File: src/rtl/ru_bridge_pkg.sv
package ru_bridge_pkg;
    localparam int ST_W       = 5;
    localparam int PG_FIELD_W = 7;

    localparam logic [2:0] CODE_STATUS = 3'b000;
    localparam logic [2:0] CODE_TMO    = 3'b010;
    localparam logic [2:0] CODE_WDEN   = 3'b011;
    localparam logic [2:0] CODE_PAGE   = 3'b100;
    localparam logic [2:0] CODE_ANF    = 3'b101;

    typedef enum logic [2:0] {
        IDLE, CAPT, SHOUT, MODIFY, SHIN, UPDT, FIN
    } br_state_t;
endpackage

File: src/rtl/ru_field_mux.sv
module ru_field_mux
    import ru_bridge_pkg::*;
#(
    parameter int DATA_W  = 12,
    parameter int PAGE_W  = 3,
    parameter int FRAME_W = ST_W + 1 + DATA_W + 1 + PG_FIELD_W
) (
    input  logic [2:0]         code,
    input  logic [FRAME_W-1:0] frame,
    input  logic [DATA_W-1:0]  wdata,
    output logic [DATA_W-1:0]  rdata,
    output logic [FRAME_W-1:0] merged,
    output logic [PAGE_W-1:0]  frame_page,
    output logic               legal,
    output logic               writable
);
    localparam int ANF_POS = ST_W;
    localparam int TMO_LO  = ST_W + 1;
    localparam int EN_POS  = TMO_LO + DATA_W;
    localparam int PG_LO   = EN_POS + 1;

    assign frame_page = frame[PG_LO +: PAGE_W];

    always_comb begin
        rdata    = '0;
        merged   = frame;
        legal    = 1'b1;
        writable = 1'b0;
        case (code)
            CODE_STATUS: rdata[ST_W-1:0] = frame[ST_W-1:0];
            CODE_ANF:    rdata[0] = frame[ANF_POS];
            CODE_TMO: begin
                rdata = frame[TMO_LO +: DATA_W];
                merged[TMO_LO +: DATA_W] = wdata;
                writable = 1'b1;
            end
            CODE_WDEN: begin
                rdata[0] = frame[EN_POS];
                merged[EN_POS] = wdata[0];
                writable = 1'b1;
            end
            CODE_PAGE: begin
                rdata[PAGE_W-1:0] = frame[PG_LO +: PAGE_W];
                merged[PG_LO +: PG_FIELD_W] = '0;
                merged[PG_LO +: PAGE_W] = wdata[PAGE_W-1:0];
                writable = 1'b1;
            end
            default: legal = 1'b0;
        endcase
        if (writable)
            merged[ANF_POS] = 1'b1;
    end
endmodule

File: src/rtl/ru_bit_counter.sv
module ru_bit_counter #(
    parameter int LEN = 26,
    localparam int CW = $clog2(LEN)
) (
    input  logic clk,
    input  logic rst_n,
    input  logic en,
    output logic last
);
    logic [CW-1:0] cnt;

    assign last = en && (cnt == CW'(LEN - 1));

    always_ff @(posedge clk or negedge rst_n) begin
        if (!rst_n)
            cnt <= '0;
        else if (!en || last)
            cnt <= '0;
        else
            cnt <= cnt + 1'b1;
    end
endmodule

File: src/rtl/ru_param_bridge.sv
module ru_param_bridge
    import ru_bridge_pkg::*;
#(
    parameter int DATA_W = 12,
    parameter int PAGE_W = 3
) (
    input  logic              clk,
    input  logic              rst_n,
    input  logic              read_param,
    input  logic              write_param,
    input  logic [2:0]        param,
    input  logic [DATA_W-1:0] data_in,
    output logic [DATA_W-1:0] data_out,
    output logic              busy,
    input  logic              reconfig,
    input  logic              reset_timer,
    output logic [PAGE_W-1:0] page,
    input  logic              local_mode,
    input  logic              image_app,
    output logic              ser_capture,
    output logic              ser_shift,
    output logic              ser_update,
    output logic              ser_si,
    input  logic              ser_so,
    output logic              ser_reconfig,
    output logic              ser_timer_rst
);
    localparam int FRAME_W = ST_W + 1 + DATA_W + 1 + PG_FIELD_W;

    br_state_t          state, state_nxt;
    logic [FRAME_W-1:0] frame_q;
    logic [DATA_W-1:0]  wdata_q;
    logic [2:0]         code_q;
    logic               op_rd_q, op_ill_q;
    logic [PAGE_W-1:0]  page_q;
    logic               page_seen_q;

    logic [2:0]         mux_code;
    logic [DATA_W-1:0]  mux_rdata;
    logic [FRAME_W-1:0] mux_merged;
    logic [PAGE_W-1:0]  mux_page;
    logic               mux_legal, mux_writable;
    logic               bit_last;
    logic               start_rd, start_wr, start_any, start_ok;

    assign mux_code = (state == IDLE) ? param : code_q;

    ru_field_mux #(.DATA_W(DATA_W), .PAGE_W(PAGE_W), .FRAME_W(FRAME_W)) u_mux (
        .code(mux_code), .frame(frame_q), .wdata(wdata_q),
        .rdata(mux_rdata), .merged(mux_merged), .frame_page(mux_page),
        .legal(mux_legal), .writable(mux_writable)
    );

    ru_bit_counter #(.LEN(FRAME_W)) u_cnt (
        .clk(clk), .rst_n(rst_n), .en(ser_shift), .last(bit_last)
    );

    assign start_rd  = read_param;
    assign start_wr  = !read_param && write_param && !image_app;
    assign start_any = start_rd || start_wr;
    assign start_ok  = mux_legal && (start_rd || mux_writable);

    // State register
    always_ff @(posedge clk or negedge rst_n) begin
        if (!rst_n) state <= IDLE;
        else        state <= state_nxt;
    end

    // Next state
    always_comb begin
        state_nxt = state;
        unique case (state)
            IDLE:    if (start_any) state_nxt = start_ok ? CAPT : FIN;
            CAPT:    state_nxt = SHOUT;
            SHOUT:   if (bit_last) state_nxt = op_rd_q ? FIN : MODIFY;
            MODIFY:  state_nxt = SHIN;
            SHIN:    if (bit_last) state_nxt = UPDT;
            UPDT:    state_nxt = FIN;
            FIN:     state_nxt = IDLE;
        endcase
    end

    // Outputs decoded from state
    always_comb begin
        busy        = (state != IDLE);
        ser_capture = (state == CAPT);
        ser_shift   = (state == SHOUT) || (state == SHIN);
        ser_update  = (state == UPDT);
        ser_si      = (state == SHIN) ? frame_q[0] : ser_so;
    end

    assign ser_timer_rst = reset_timer;
    assign page = page_seen_q ? page_q : PAGE_W'(local_mode);

    // Datapath
    always_ff @(posedge clk or negedge rst_n) begin
        if (!rst_n) begin
            frame_q      <= '0;
            wdata_q      <= '0;
            code_q       <= '0;
            op_rd_q      <= 1'b0;
            op_ill_q     <= 1'b0;
            data_out     <= '0;
            page_q       <= '0;
            page_seen_q  <= 1'b0;
            ser_reconfig <= 1'b0;
        end else begin
            ser_reconfig <= reconfig && (state == IDLE);
            unique case (state)
                IDLE: if (start_any) begin
                    code_q   <= param;
                    wdata_q  <= data_in;
                    op_rd_q  <= start_rd;
                    op_ill_q <= !start_ok;
                end
                SHOUT:  frame_q <= {ser_so, frame_q[FRAME_W-1:1]};
                MODIFY: frame_q <= mux_merged;
                SHIN:   frame_q <= {frame_q[0], frame_q[FRAME_W-1:1]};
                FIN: begin
                    if (op_ill_q) begin
                        if (op_rd_q) data_out <= '0;
                    end else begin
                        page_q      <= mux_page;
                        page_seen_q <= 1'b1;
                        if (op_rd_q) data_out <= mux_rdata;
                    end
                end
                default: ;
            endcase
        end
    end


    busy_after_req_chk: assert property (@(posedge clk) disable iff (!rst_n)
        (read_param && !busy) |=> busy);

    capt_then_shift_chk: assert property (@(posedge clk) disable iff (!rst_n)
        ser_capture |=> ser_shift);

    update_after_shift_chk: assert property (@(posedge clk) disable iff (!rst_n)
        ser_update |-> $past(ser_shift));

    app_write_ignored_chk: assert property (@(posedge clk) disable iff (!rst_n)
        (write_param && !read_param && image_app && !busy) |=> !busy);

    illegal_one_cycle_chk: assert property (@(posedge clk) disable iff (!rst_n)
        (read_param && !busy && (param == 3'b001 || param == 3'b110 || param == 3'b111))
        |=> (busy && !ser_capture) ##1 !busy);

    reconfig_idle_chk: assert property (@(posedge clk) disable iff (!rst_n)
        ser_reconfig |-> !$past(busy));
endmodule

File: config.mk
export PLATFORM = sky130hd
export DESIGN_NAME = ru_param_bridge
export DESIGN_NICKNAME = d
export VERILOG_FILES = /design/src/rtl/ru_bridge_pkg.sv /design/src/rtl/ru_field_mux.sv /design/src/rtl/ru_bit_counter.sv /design/src/rtl/ru_param_bridge.sv
export SDC_FILE = /design/constraint.sdc
export NUM_CORES = 1
export LEC_CHECK = 0
export CORE_MARGIN = 1
export CORE_UTILIZATION = 54
export CTS_CLUSTER_SIZE = 16
export DETAILED_ROUTE_END_ITERATION = 8
export MAX_ROUTING_LAYER = met4
export PLACE_DENSITY = 0.79
export SETUP_SLACK_MARGIN = 0.3
export SYNTH_ARGS = -nofsm -noshare
export SYNTH_HDL_FRONTEND = slang
export SYNTH_SLANG_ARGS = --single-unit
File: constraint.sdc
create_clock -name clk -period 2.4 [get_ports clk]
set_input_delay 0.24 -clock clk [delete_from_list [all_inputs] [get_ports clk]]
set_output_delay 0.24 -clock clk [all_outputs]
set_load 0.02 [all_outputs]
==> summary.txt <==
Setup path
  – Startpoint of the most critical setup path: state[1]$_DFFE_PN0P_
  – RR Startpoint: state[1]$_DFFE_PN0P_
  – Data required time at the worst endpoint: 2160 ps
  – CP endpoint kind: primary output
  – Maximum fanout encountered on the critical timing path: 13
  – Critical Setup Path Class: reg2out
  – Arrival time of the worst setup path: 1780 ps
  – Launching element type of the critical path: flip-flop

Routing
  – Number of vias after detailed routing: 2,421
  – Number of optimization iterations in the first detailed-route pass: 5
  – Number of violations reported at the end of detailed-routing iteration 0: 197
  – Remaining antenna violation count: 0
  – Remaining DRCs: 0
  – Total wire length: 6790 microns
  – Drt via density: 5.78
  – Routed len/inst: 16.2 microns

Power
  – Share of power burned in registers: 0.381
  – Internal power: 3.17 mW
  – Max VDD drop: 616 uV
  – Total Power Consumption: 5.15 mW
  – Pleak: 1.73 nW
  – Proportion of power drawn by combinational gates: 0.433
  – Fraction of power spent switching nets: 0.384
  – Clock power frac: 0.187
  – Switching pwr: 1.98 mW
  – Power Dens Cells: 1300 mW/mm^2

Clock network
  – H-tree lvl count: 3
  – Register clock-pin slew on the reported worst setup and hold paths: 70 ps
  – Number of clock buffers inserted by TritonCTS: 9
  – TritonCTS sink count: 68
  – Clock latency of the later-clocked register in the worst-skew pair: 350 ps
  – Number of buffers between clock root and the deepest sink: 2
  – Number of buffers added to fix hold violations after cts: 0
  – Root Buffer: sky130_fd_sc_hd__clkbuf_8
  – Clock tree from TritonCTS: yes

Finish
  – Final net count: 368
  – Fraction of layout instances using a drive strength above 1: 0.182
  – Most common library cell in the layout ignoring fill and taps: sky130_fd_sc_hd__dfrtp_1
  – Final cell count without fillers: 419
  – Post-route core utilization: 0.706
  – Number of filler instances in the final layout: 442
  – Number of antenna cells inserted: 0
  – Area added between synthesis and finish: 23.0%
  – Top library cells by usage in the layout, fill and taps aside: sky130_fd_sc_hd__dfrtp_1, sky130_fd_sc_hd__clkdlybuf4s50_1, sky130_fd_sc_hd__nand2_1, sky130_fd_sc_hd__o21ai_0, sky130_fd_sc_hd__mux2_2

Global route
  – Antenna violations before repair: 0
  – Largest net degree at the start of global routing: 69
  – Via count of the first global-routing pass: 2,384
  – Grt ovf: 0
  – Total global routing track utilization: 0.252
  – Wire length of the first global-routing pass: 11,600 microns

Synthesis
  – Async set or reset register ratio after synthesis: 1.00
  – Area of the mapped netlist: 0.00322 sq mm
  – Sequential cell area fraction in the yosys report: 0.529
  – Top FF cell, synth: sky130_fd_sc_hd__dfrtp_1
  – Count of flip-flops with a built-in enable after synthesis: 0
  – Register bit count reported by yosys: 68
  – Yosys synthesis warning count: 0
  – Post-Syn Instances: 292
  – Net Count, Synth: 318
  – Distinct cells, synth: 50
  – Mean area per synthesized cell: 11.0 sq um

STA
  – Maximum achievable frequency: 495 MHz
  – Final Slew Violations: 0
  – Fin crit period: 2020 ps
  – Final hold violation count: 0
  – Unrepaired setup endpoints after global routing: false
  – Final setup vio count: 0
  – Tcrit/Tclk final: 0.842
  – Relative slew slack: 0.441
  – Setup TNS after final layout: 0 ps
  – Slew at the pin closest to its max-slew limit: 839 ps
  – Largest clock skew in the final design: 6.66 ps

Floorplanning
  – Starting utilization of the core area: 0.574
  – Area of the placeable core: 0.00561 sq mm
  – Chip width: 79.2 microns
  – Die ar.: 0.00627 sq mm
  – Row Count: 27
  – Overall die height: 79.2 microns
  – Ports placed on the boundary: 46

Job
  – Max-capacitance violation count: 0

Placement
  – Global placer's final weighted congestion: 0.870
  – Total half-perimeter wirelength after legalization and detailed placement: 4590 microns
  – Port-buffer cells: 43
  – Placed Cells incl. Taps: 401

Min path
  – Hold crit path type: in2async

Run status
  – Result of the run: finished clean
[metrics by stage]
stage / area (sq um) / hold slack (ps) / worst slack, ps
2_1_floorplan: 3220 / -55.6 / 657
3_3_place_gp: 3730 / 480 / 443
3_5_place_dp: 3730 / 477 / 343
4_1_cts: 3950 / 115 / 305
5_1_grt: 3960 / 145 / 306
6_report: 3960 / 72.9 / 378
[cell usage after synthesis, types with 2 or more instances]
master	count	area share
sky130_fd_sc_hd__o221ai_1	2	0.0054
sky130_fd_sc_hd__clkbuf_1	9	0.010
sky130_fd_sc_hd__ha_1	2	0.0078
sky130_fd_sc_hd__nand4_1	3	0.0058
sky130_fd_sc_hd__inv_1	7	0.0082
sky130_fd_sc_hd__nor2b_1	2	0.0039
sky130_fd_sc_hd__buf_2	4	0.0062
sky130_fd_sc_hd__nor3_1	7	0.011
sky130_fd_sc_hd__nand2b_1	2	0.0039
sky130_fd_sc_hd__buf_4	3	0.0070
sky130_fd_sc_hd__nand3_1	4	0.0062
sky130_fd_sc_hd__dfrtp_1	68	0.53
sky130_fd_sc_hd__mux2i_1	18	0.056
sky130_fd_sc_hd__nand2_1	30	0.035
sky130_fd_sc_hd__nand4b_1	2	0.0054
sky130_fd_sc_hd__o31ai_1	2	0.0047
sky130_fd_sc_hd__o21ai_0	27	0.042
sky130_fd_sc_hd__mux2_2	24	0.084
sky130_fd_sc_hd__xnor2_1	2	0.0054
sky130_fd_sc_hd__xor2_1	2	0.0054
sky130_fd_sc_hd__a22o_1	11	0.030
sky130_fd_sc_hd__and2_1	6	0.012
sky130_fd_sc_hd__nor2_1	15	0.017
sky130_fd_sc_hd__a21oi_1	12	0.019
sky130_fd_sc_hd__a211oi_1	3	0.0070
[final cells by class]
type / count / area, sq um / area share
clock inverter: 4 / 47.5 / 0.0120
multi-input combinational: 199 / 1400 / 0.354
inverter: 8 / 33.8 / 0.00854
sequential: 68 / 1700 / 0.430
tap: 72 / 90.1 / 0.0228
clock buffer: 12 / 155 / 0.0392
timing repair buffer: 56 / 527 / 0.133
[critical path: stages (launching register included)]
cell and delay, ps:
sky130_fd_sc_hd__dfrtp_1 390, sky130_fd_sc_hd__buf_4 200, sky130_fd_sc_hd__nor3_4 200, sky130_fd_sc_hd__inv_2 100, sky130_fd_sc_hd__clkdlybuf4s50_1 550
[registers in the layout, summed over array words and instances, names as in the netlist]
register	cells
wdata_q	12
data_out	12
op_rd_q	1
u_cnt.cnt	5
code_q	3
ser_reconfig	1
frame_q	26
state	3
page_seen_q	1
page_q	3
op_ill_q	1
[path summary, 6_finish.rpt]
kind	end	slack [ps]	depth (start not counted)
max	busy	380	4
min	code_q[0]$_DFFE_PN0P_	70	2
max reg2reg	data_out[6]$_DFFE_PN0P_	450	7
min reg2reg	u_cnt.cnt[0]$_DFF_PN0_	500	1
max in group asynchronous	state[2]$_DFFE_PN0P_	1720	2
min in group clk	ser_reconfig$_DFF_PN0_	460	2
[power groups by stage]
stage | clock (mW) | combinational, mW | sequential (mW)
finish | 0.963 | 2.23 | 1.96
global route | 1.03 | 2.45 | 2.02
global placement | 0 | 2.13 | 1.96
detailed placement | 0 | 2.20 | 1.97
CTS | 0.979 | 2.23 | 1.95
floorplan | 0 | 1.59 | 1.86
[cell families after synthesis]
family / Yosys count / synth area share
compound gates: 73 / 0.152
xor+xnor: 4 / 0.0109
fa+ha+maj: 2 / 0.00777
buf+inv: 25 / 0.0365
flops: 68 / 0.529
mux: 42 / 0.140
simple gates: 78 / 0.124
[routing by layer]
layer	part of all wire	GRT usage
met1	0.46	0.333
met2	0.47	0.384
met3	0.054	0.0437
met4	0.014	0.105
met5	0	-
[timing repair]
| action | in CTS | in global routing |
|---|---|---|
| endpoints found under the setup margin | 4 | 3 |
| resized for setup | 4 | 2 |
| pin swaps | 1 | 0 |
| buffers inserted | 1 | 1 |
Power figures use the tool's default switching activity.
